[src/rtl/fabric_pkg.sv]
// Package: shared helpers for the sparse routing fabric.
// Assumes all arguments are non-negative and n_in > 0.
package fabric_pkg;

    // Source index reached by output j through candidate slot k.
    function automatic int src_index(input int j, input int k,
                                     input int stride, input int offset,
                                     input int n_in);
        return (j * stride + k * offset) % n_in;
    endfunction

endpackage

[src/rtl/cfg_chain.sv]
// Module: cfg_chain
// Serial configuration shift chain with a separate live register for the
// select codes. Bits shift in at the LSB while cfg_en is high. The chain is
// copied to the live register on the first edge where cfg_en is low after
// being high. Assumes N_OUT*SW >= 2.
module cfg_chain #(
    parameter int N_OUT = 16,
    parameter int SW    = 2
) (
    input  logic                   clk,
    input  logic                   rst_n,
    input  logic                   cfg_en,
    input  logic                   cfg_din,
    output logic [N_OUT*SW-1:0]    live_sel
);
    localparam int LEN = N_OUT * SW;

    logic [LEN-1:0] shift_q;
    logic           en_q;

    // Shift register: take one bit per enabled cycle.
    always_ff @(posedge clk) begin
        if (!rst_n)
            shift_q <= '1;
        else if (cfg_en)
            shift_q <= {shift_q[LEN-2:0], cfg_din};
    end

    // Delayed enable, used to find the end of a load.
    always_ff @(posedge clk) begin
        if (!rst_n)
            en_q <= 1'b0;
        else
            en_q <= cfg_en;
    end

    // Live selects: commit the chain when the load ends.
    always_ff @(posedge clk) begin
        if (!rst_n)
            live_sel <= '1;
        else if (en_q && !cfg_en)
            live_sel <= shift_q;
    end

    // reset leaves every select at the all-ones code
    p_reset_ones_r4: assert property (@(posedge clk)
        !rst_n |=> (&live_sel));

    // each enabled cycle takes the serial bit into the chain
    p_shift_in_r5: assert property (@(posedge clk) disable iff (!rst_n)
        cfg_en |=> (shift_q[0] == $past(cfg_din)));

    // the live selects hold while the chain is loading
    p_hold_load_r6: assert property (@(posedge clk) disable iff (!rst_n)
        cfg_en |=> $stable(live_sel));

    // the end of a load copies the chain to the live selects
    p_commit_r7: assert property (@(posedge clk) disable iff (!rst_n)
        $fell(cfg_en) |=> (live_sel == $past(shift_q)));

endmodule

[src/rtl/route_mux.sv]
// Module: route_mux
// One narrow routing multiplexer. It selects one of W fixed candidates from
// data_in, or drives 0 for any code of W or above. Purely combinational.
module route_mux #(
    parameter int N_IN   = 32,
    parameter int W      = 2,
    parameter int SW     = 2,
    parameter int STRIDE = 2,
    parameter int OFFSET = 1,
    parameter int J      = 0
) (
    input  logic [N_IN-1:0] data_in,
    input  logic [SW-1:0]   sel,
    output logic            y
);
    logic [W-1:0] cand;

    // Fixed candidate wiring for this output.
    for (genvar k = 0; k < W; k++) begin : g_cand
        localparam int SRC = fabric_pkg::src_index(J, k, STRIDE, OFFSET, N_IN);
        assign cand[k] = data_in[SRC];
    end

    // One-level select; unused codes give 0.
    always_comb begin
        y = 1'b0;
        for (int k = 0; k < W; k++)
            if (int'(sel) == k) y = cand[k];
    end

endmodule

[src/rtl/sparse_route_fabric.sv]
// Module: sparse_route_fabric (top)
// Sparse multiplexer routing fabric. The configuration chain holds the live
// select codes. One route_mux per output maps data_in to route_out.
// Assumes W >= 1 and N_OUT*SW >= 2.
module sparse_route_fabric #(
    parameter int N_IN   = 32,
    parameter int N_OUT  = 16,
    parameter int W      = 2,
    parameter int STRIDE = 2,
    parameter int OFFSET = 1
) (
    input  logic              clk,
    input  logic              rst_n,
    input  logic              cfg_en,
    input  logic              cfg_din,
    input  logic [N_IN-1:0]   data_in,
    output logic [N_OUT-1:0]  route_out
);
    localparam int SW  = $clog2(W + 1);
    localparam int LEN = N_OUT * SW;

    logic [LEN-1:0] live_sel;

    cfg_chain #(.N_OUT(N_OUT), .SW(SW)) chain_i (
        .clk      (clk),
        .rst_n    (rst_n),
        .cfg_en   (cfg_en),
        .cfg_din  (cfg_din),
        .live_sel (live_sel)
    );

    for (genvar j = 0; j < N_OUT; j++) begin : g_out
        logic [SW-1:0] sel_j;
        assign sel_j = live_sel[j*SW +: SW];

        route_mux #(
            .N_IN(N_IN), .W(W), .SW(SW),
            .STRIDE(STRIDE), .OFFSET(OFFSET), .J(j)
        ) mux_i (
            .data_in (data_in),
            .sel     (sel_j),
            .y       (route_out[j])
        );

        // codes past the last candidate force the output to 0
        p_unused_zero_r3: assert property (@(posedge clk) disable iff (!rst_n)
            (int'(sel_j) >= W) |-> (route_out[j] == 1'b0));

        for (genvar k = 0; k < W; k++) begin : g_chk
            localparam int SRC = fabric_pkg::src_index(j, k, STRIDE, OFFSET, N_IN);
            // a valid code routes its fixed source
            p_route_src_r2: assert property (@(posedge clk) disable iff (!rst_n)
                (int'(sel_j) == k) |-> (route_out[j] == data_in[SRC]));
        end
    end

endmodule

[config.mk]
export PLATFORM = sky130hd
export DESIGN_NAME = sparse_route_fabric
export DESIGN_NICKNAME = d
export VERILOG_FILES = /design/src/rtl/fabric_pkg.sv /design/src/rtl/cfg_chain.sv /design/src/rtl/route_mux.sv /design/src/rtl/sparse_route_fabric.sv
export SDC_FILE = /design/constraint.sdc
export NUM_CORES = 1
export LEC_CHECK = 0
export BUFFER_PORTS_ARGS = -buffer_cell sky130_fd_sc_hd__buf_2
export CORE_MARGIN = 1.5
export CORE_UTILIZATION = 40
export CTS_CLUSTER_SIZE = 20
export DETAILED_ROUTE_END_ITERATION = 12
export PLACE_DENSITY = 0.71
export SLEW_MARGIN = 10
export SYNTH_ARGS = -nofsm -noshare
export SYNTH_HDL_FRONTEND = slang
export SYNTH_HIERARCHICAL = 1
export SYNTH_SLANG_ARGS = --single-unit
[constraint.sdc]
create_clock -name clk -period 1.47 [get_ports clk]
set_input_delay 0.294 -clock clk [delete_from_list [all_inputs] [get_ports clk]]
set_output_delay 0.294 -clock clk [all_outputs]
set_load 0.01 [all_outputs]
==> results of run 1 <==
==> layout make-up <==
cell class / instances / share of cell area
well taps: 96 / 0.0356
clock buffers: 12 / 0.0489
multi-input cells: 162 / 0.388
clock inverters: 3 / 0.00445
inverters: 32 / 0.0356
flip-flops and latches: 65 / 0.385
repair buffers: 56 / 0.102
==> metal layers <==
| metal | global-route usage | wire (um) | vias up |
|---|---|---|---|
| met5 | 0 | 0 | - |
| met4 | 0.0996 | 155 | 0 |
| met3 | 0.0292 | 159 | 12 |
| met2 | 0.201 | 2120 | 27 |
| met1 | 0.155 | 2240 | 888 |
| li1 | - | - | 1036 |
==> power by group <==
part	internal [mW]	switching (mW)	total [mW]
Combinational	0.167	0.166	0.333
Sequential	1.81	0.0297	1.84
Clock	0.732	0.638	1.37
Total	2.71	0.834	3.54
==> cells by family (layout without fill, tap and decap cells) <==
group                  count (synthesis)  count (layout)  share of synthesized area
and+or+nand+nor                       82              82                      0.153
muxes                                 48              48                      0.167
AOI/OAI and AO/OA                     32              32                      0.135
DFF                                   65              65                      0.451
buffers and inverters                 54             103                     0.0945
==> stage by stage <==
step | setup WS [ps] | cell area (sq um)
4_1_cts | 80.8 | 3380
3_5_place_dp | 361 | 3200
3_3_place_gp | 396 | 3200
5_1_grt | 27.0 | 3380
6_report | 112 | 3380
2_1_floorplan | 452 | 2890
==> cell usage after synthesis (all sizes together) <==
master and count:
dfxtp 65, mux2i 48, inv 32, nand2 32
nand3b 32, o211ai 32, buf 18, nor2 16
clkbuf 4, and2 1, nor2b 1
==> flip-flops by register name (all words and copies together), names as in the netlist <==
name,flops
chain_i/live_sel,32
chain_i/shift_q,32
chain_i/en_q,1
==> how the worst max path moves through the flow <==
stage	start	endpoint	slack [ps]	cells past startpoint
2_1_floorplan	chain_i/en_q$_SDFF_PN0_	chain_i/live_sel[10]$_SDFFE_PN1P_	450	5
5_1_grt	chain_i/live_sel[4]$_SDFFE_PN1P_	route_out[2]	30	3
6_report	chain_i/live_sel[6]$_SDFFE_PN1P_	route_out[3]	110	3
3_5_place_dp	cfg_en	chain_i/shift_q[31]$_SDFFE_PN1P_	360	4
3_3_place_gp	cfg_en	chain_i/shift_q[3]$_SDFFE_PN1P_	400	4
4_1_cts	chain_i/live_sel[6]$_SDFFE_PN1P_	route_out[3]	80	3
==> worst min-delay path, stage by stage <==
cell	delay (ps)
buf_2	80
mux2i_1	60
nand2_1	50
==> results.txt, run 1 <==
* Post-layout min period: 1360 ps
* Total gr overflow: 0
- Total count of max-transition violations in the final report: 0
- The pre-antenna-repair detailed-routing pass consisted of 4 iterations.
- Commonest non-fill, non-tap cells in the layout: dfxtp_1, buf_2, mux2i_1
- Total Routing Usage GR: 0.129
* Setup-failing EPs final: 0
- Hold repair after CTS inserted 0 buffers.
* CTS tree: done
- Minimum hold slack: 178 ps
- Die area: 7730 sq um
* Reg2reg end: chain_i/live_sel[0]$_SDFFE_PN1P_
* Ports placed on the boundary: 52
* Post-Route Skew: 5.36 ps
* Vias in the first global route: 1696
* Placeable core region: 6870 sq um
* End of the worst hold path: chain_i/shift_q[0]$_SDFFE_PN1P_
- Outcome: complete, no violations
- Post-detailed-route wirelength per cell: 11.0 um
* Library cell contributing the largest single delay on the critical path: dfxtp_1
- Achievable frequency: 736 MHz
* Sequential fraction of the synthesis area: 0.451
- Synth Instances: 281
- Total number of H-tree levels: 3
- Height of the die: 87.9 um
* Largest delay share family, worst path: flip-flops
* Share of the synthesized area in the top cell type: 0.451
- Synthesized area divided by synthesized cell count: 10.3 sq um
- The tightest min-delay check is of the primary input to flop type.
- Number of buffer and inverter instances along the worst setup path: 1
- The library cell used most frequently in the layout, excluding fill and tap cells, is dfxtp_1.
* Least-Margin Pin Slew: 334 ps
- Number of violations of the max-capacitance limit: 0
* Vias per std cell: 4.61
* Post CTS Setup Buffer Count: 0
* Number of nets in the synthesized netlist: 317
- Req. time, crit path: 1180 ps
* Leakage power total: 1.70 nW
- Insertion delay to the later sink of the worst-skew pair: 340 ps
- In this run the horizontal extent of the chip is 87.9 um.
* Unrepaired setup endpoints after global routing: false
- CP Capture Type: output pin
* Post-detailed-route count of antenna-violating nets: 0
- Of the cells placed in the final design, the portion with a size suffix greater than 1 is 0.309.
* Worst-path clk slew: 70 ps
- Port Buffer Count: 51
- Counting every sink on the clock net gives 65.
- Total number of placement rows: 30
- Number of cells on the worst hold path: 3
* Peak supply drop: 0.471 mV
* Number of diodes: 0
* Worst Setup Start Kind: flop
- Clock Tree Root: clkbuf_8
* Total power after layout: 3.54 mW
- After synthesis the netlist holds a flip-flop and latch count of 65.
* Total vias in the final route: 1963
- The startpoint identified for the worst register-to-register timing path is chain_i/en_q$_SDFF_PN0_.
- Yosys Warn Count: 6
- Post-synthesis to final-layout area growth: 17.0%
* Number of clock buffers inserted by TritonCTS: 9
* Yosys top cell by area: dfxtp_1
* Multi-input gate area: 1310 sq um
* Core utilization of the finished layout: 0.491
* Half-perimeter wire length after detailed placement: 2.96 mm
* Number of remaining DRC errors: 0
* Cell types with the largest area share after synthesis: dfxtp_1, mux2i_1, o211ai_2
- Instance count after placement with tap cells included: 411
* Number of library cell types mapped by synthesis: 14
- Data on the critical path arrives at its endpoint at 1060 ps.
- The synthesized netlist occupies a cell area of 2890 sq um.
- Worst reg2reg setup slack: 470 ps
- After routing, the total negative slack on setup checks comes to 0 ps.
* Number of DRC violations after detailed-routing iteration 0: 90
- Of the available clock period, the critical path in the final layout requires 0.924.
- Measured against its own limit, the worst slew margin works out to 0.777.
- Maximum fanout along the worst path: 2
- Entering global routing, the biggest net connects 66 pins.
- Fin. Hold Viols: 0
- Filler cells: 669
- In the final design database the tool counted 362 nets.
* Antenna violations before repair: 0
- For this configuration, the core starts out at a cell density of 0.420.
- In this run the deepest clock path goes through 2 buffers.
* Post-CTS sizing: 0
* Pwr/cell area: 1050 nW/um^2
* Wire length of the first global-routing pass: 7.59 mm
- Final weighted congestion of routability-driven global placement: 0.659
* Worst-path cell chain: mux2i_1 -> nor2_1 -> buf_2
- Type of the worst setup path: flop to output pin
- Detailed Route WL: 4.68 mm
* Post-Layout Cell Count: 426
- Worst Reg2Reg Path Length in Cells: 3
* Startpoint of the worst hold path: cfg_din
* Stage delay of the slowest cell on the critical path: 360 ps
* Register area: 1300 sq um
Power figures use the tool's default switching activity.
==> run 2, diff against run 1 <==
--- a/config.mk
+++ b/config.mk
@@ -6,10 +6,10 @@
 export NUM_CORES = 1
 export LEC_CHECK = 0
-export BUFFER_PORTS_ARGS = -buffer_cell sky130_fd_sc_hd__buf_2
 export CORE_MARGIN = 1.5
 export CORE_UTILIZATION = 40
 export CTS_CLUSTER_SIZE = 20
 export DETAILED_ROUTE_END_ITERATION = 12
-export PLACE_DENSITY = 0.71
+export DONT_BUFFER_PORTS = 1
+export PLACE_DENSITY = 0.65
 export SLEW_MARGIN = 10
 export SYNTH_ARGS = -nofsm -noshare
==> constraint.sdc (replaced) <==
create_clock -name clk -period 1.47 [get_ports clk]
set_input_delay 0.0735 -clock clk [delete_from_list [all_inputs] [get_ports clk]]
set_output_delay 0.0735 -clock clk [all_outputs]
set_load 0.01 [all_outputs]
==> run 2 against run 1 <==
Against the previous run: sequential cell count did not move; sequential share of layout area increased by 0.32 points; worst hold slack got worse by 150 ps; register-to-register slack worse by 200 ps; clock-buffer cell count rose by 2; wire length increased by 8.3%; critical endpoint is now chain_i/shift_q[15]$_SDFFE_PN1P_; clock skew down 1.5 ps; power is 4.5% lower; first-iteration DRC count rose by 1.1%; combinational power is 25% lower.
==> results.txt, run 2 (synthesis gave the netlist of run 1 again) <==
- Worst-path cell chain: mux2i_1 -> nand2_1 -> dlygate4sd3_1 (was mux2i_1 -> nor2_1 -> buf_2)
- The clock period minus worst slack was 1200 ps (was 1360 ps).
* Pwr/cell area: 1010 nW/um^2 (was 1050 nW/um^2)
* Leakage power total: 1.49 nW (was 1.70 nW)
- The core region area is 6870 sq um (unchanged).
- End of the worst hold path: chain_i/live_sel[9]$_SDFFE_PN1P_ (was chain_i/shift_q[0]$_SDFFE_PN1P_)
* Post-CTS sizing: 0 (unchanged)
- Logic gate share of total power: 0.074 (was 0.094)
- Req. time, crit path: 1690 ps (was 1180 ps)
* Total iterations of the first detailed-routing run: 5 (was 4)
- The number of buffers inserted to repair setup after CTS was 0 (unchanged).
- Wire length of the first global-routing pass: 8.29 mm (was 7.59 mm)
- The detailed-route via count is 1911 (was 1963).
- The number of global-route vias before repair came to 1808 (was 1696).
- Achievable frequency: 835 MHz (was 736 MHz)
- Post-Layout Cell Count: 401 (was 426)
- Number of clock buffers inserted by TritonCTS: 9 (unchanged)
* Number of DRC violations after detailed-routing iteration 0: 91 (was 90)
- Seq pwr share: 0.545 (was 0.519)
- Post-Route Skew: 3.83 ps (was 5.36 ps)
- The tightest hold margin is 29.5 ps (was 178 ps).
* Clock network fraction of design power: 0.382 (was 0.387)
- The worst min-delay path class is primary input to flop (unchanged).
- Layout cell share with drive strength beyond 1: 0.154 (was 0.309)
* Buffer levels on the longest clock path: 2 (unchanged)
- The global router's overall resource usage is 0.142 (was 0.129).
- Rel. slew slack: 0.815 (was 0.777)
- Outcome: complete, no violations (unchanged)
- The final antenna-violating net count came to 0 (unchanged).
- Die area: 7730 sq um (unchanged)
- CP Capture Type: flop (was output pin)
- Height of the die: 87.9 um (unchanged)
* Post-detailed-route wirelength per cell: 12.6 um (was 11.0 um)
- The switching power was 0.758 mW (was 0.834 mW).
* Core utilization of the finished layout: 0.487 (was 0.491)
* Library cell contributing the largest single delay on the critical path: dlygate4sd3_1 (was dfxtp_1)
* Cell internal power dissipation: 2.62 mW (was 2.71 mW)
- The detailed-route wire length was 5.06 mm (was 4.68 mm).
* Total gr overflow: 0 (unchanged)
* Insertion delay to the later sink of the worst-skew pair: 330 ps (was 340 ps)
* Pin count of the biggest net entering global routing: 41 (was 66)
- Largest registers in the final layout: chain_i/live_sel (32), chain_i/shift_q (32), chain_i/en_q (1) (unchanged)
- Number of diodes: 0 (unchanged)
- Total number of H-tree levels: 3 (unchanged)
* Stage delay of the slowest cell on the critical path: 550 ps (was 360 ps)
- Clock sinks: 65 (unchanged)
* Vias per std cell: 4.77 (was 4.61)
* Setup-failing EPs final: 0 (unchanged)
* Summed negative setup slack over all endpoints: 0 ps (unchanged)
* Worst Setup Start Kind: flop (unchanged)
- Total count of max-transition violations in the final report: 0 (unchanged)
* Die outline width: 87.9 um (unchanged)
* Peak supply drop: 0.583 mV (was 0.471 mV)
- Unrepaired setup endpoints after global routing: false (unchanged)
* Worst-path clk slew: 60 ps (was 70 ps)
- The top-level I/O count is 52 (unchanged).
* Final nets: 338 (was 362)
- The number of filler cells placed in the layout came to 651 (was 669).
* Type of the worst setup path: flop to flop (was flop to output pin)
* Number of buffer and inverter instances along the worst setup path: 1 (unchanged)
- Half-perimeter wire length after detailed placement: 2.67 mm (was 2.96 mm)
- The category of cells accounting for the largest share of critical-path delay was buffers and inverters (was flip-flops).
- Worst Reg2Reg Path Length in Cells: 3 (unchanged)
- The final weighted congestion in routability-driven placement is 0.679 (was 0.659).
* Antenna violations before repair: 0 (unchanged)
- The source of the worst hold timing path is rst_n (was cfg_din).
- Most common library cell in the layout ignoring fill and taps: dfxtp_1 (unchanged)
- Critical path arrival: 1420 ps (was 1060 ps)
- The final clock period utilization by the worst path was 0.815 (was 0.924).
- Reg2reg end: chain_i/shift_q[15]$_SDFFE_PN1P_ (was chain_i/live_sel[0]$_SDFFE_PN1P_)
- The clock tree root driver cell was clkbuf_8 (unchanged).
- Net Sw Frac: 0.224 (was 0.235)
- Least-Margin Pin Slew: 278 ps (was 334 ps)
- Number of remaining DRC errors: 0 (unchanged)
- The maximum fanout encountered on the critical timing path is 3 (was 2).
* Commonest non-fill, non-tap cells in the layout: dfxtp_1, mux2i_1, nand2_1, inv_1, nand3b_1 (was dfxtp_1, buf_2, mux2i_1)
- The number of cells after detailed placement is 358 (was 411).
- The TritonCTS clock tree is done (unchanged).
- Post-synthesis to final-layout area growth: 16.0% (was 17.0%)
- The number of maximum-capacitance constraint violations came to 0 (unchanged).
* Number of cells on the worst hold path: 2 (was 3)
- Total power after layout: 3.38 mW (was 3.54 mW)
* Port Buffer Count: 0 (was 51)
- The minimum setup slack among reg-to-reg paths was 270 ps (was 470 ps).
- The worst reg2reg path startpoint is chain_i/shift_q[14]$_SDFFE_PN1P_ (was chain_i/en_q$_SDFF_PN0_).
- The final hold violation count came to 0 (unchanged).
- The initial core utilization is 0.420 (unchanged).
- Total number of placement rows: 30 (unchanged)
run 2: layout make-up:
type	count	area [sq um]	share of cell area
Multi-Input combinational cell	162	1310	0.392
Sequential cell	65	1300	0.389
Timing Repair Buffer	32	333	0.0994
Clock buffer	14	163	0.0486
Inverter	32	120	0.0359
Tap cell	96	120	0.0359
run 2: repair_timing:
item	4_1_cts	5_1_grt
setup endpoints to repair	0	0
hold endpoints to repair	65	0
hold buffers	29	0
run 2: worst max-delay path by stage:
stage                                          start                                end  slack [ps]  cells past startpoint
global placement             chain_i/en_q$_SDFF_PN0_  chain_i/live_sel[31]$_SDFFE_PN1P_         350                      3
detailed placement           chain_i/en_q$_SDFF_PN0_  chain_i/live_sel[31]$_SDFFE_PN1P_         320                      3
finish              chain_i/shift_q[14]$_SDFFE_PN1P_   chain_i/shift_q[15]$_SDFFE_PN1P_         270                      3
global route        chain_i/shift_q[14]$_SDFFE_PN1P_   chain_i/shift_q[14]$_SDFFE_PN1P_         190                      3
CTS                 chain_i/shift_q[20]$_SDFFE_PN1P_   chain_i/shift_q[21]$_SDFFE_PN1P_         290                      3
floorplan                    chain_i/en_q$_SDFF_PN0_  chain_i/live_sel[10]$_SDFFE_PN1P_         450                      5
run 2: power groups by stage:
stage	clock (mW)	sequential [mW]	combinational, mW
3_5_place_dp	0	1.88	0.198
3_3_place_gp	0	1.88	0.195
6_report	1.29	1.84	0.249
5_1_grt	1.41	1.85	0.273
4_1_cts	1.33	1.84	0.252
2_1_floorplan	0	1.87	0.256
run 2: stage by stage:
stage / setup slack [ps] / cell area (sq um)
2_1_floorplan: 452 / 2890
4_1_cts: 287 / 3350
5_1_grt: 191 / 3350
6_report: 272 / 3350
3_5_place_dp: 324 / 2880
3_3_place_gp: 350 / 2880
run 2: routing by layer:
layer / vias to the layer above / wire length (um) / GRT usage
met3: 8 / 223 / 0.0547
li1: 987 / - / -
met5: - / 0 / 0
met2: 42 / 2460 / 0.241
met4: 0 / 72 / 0.0519
met1: 874 / 2310 / 0.161
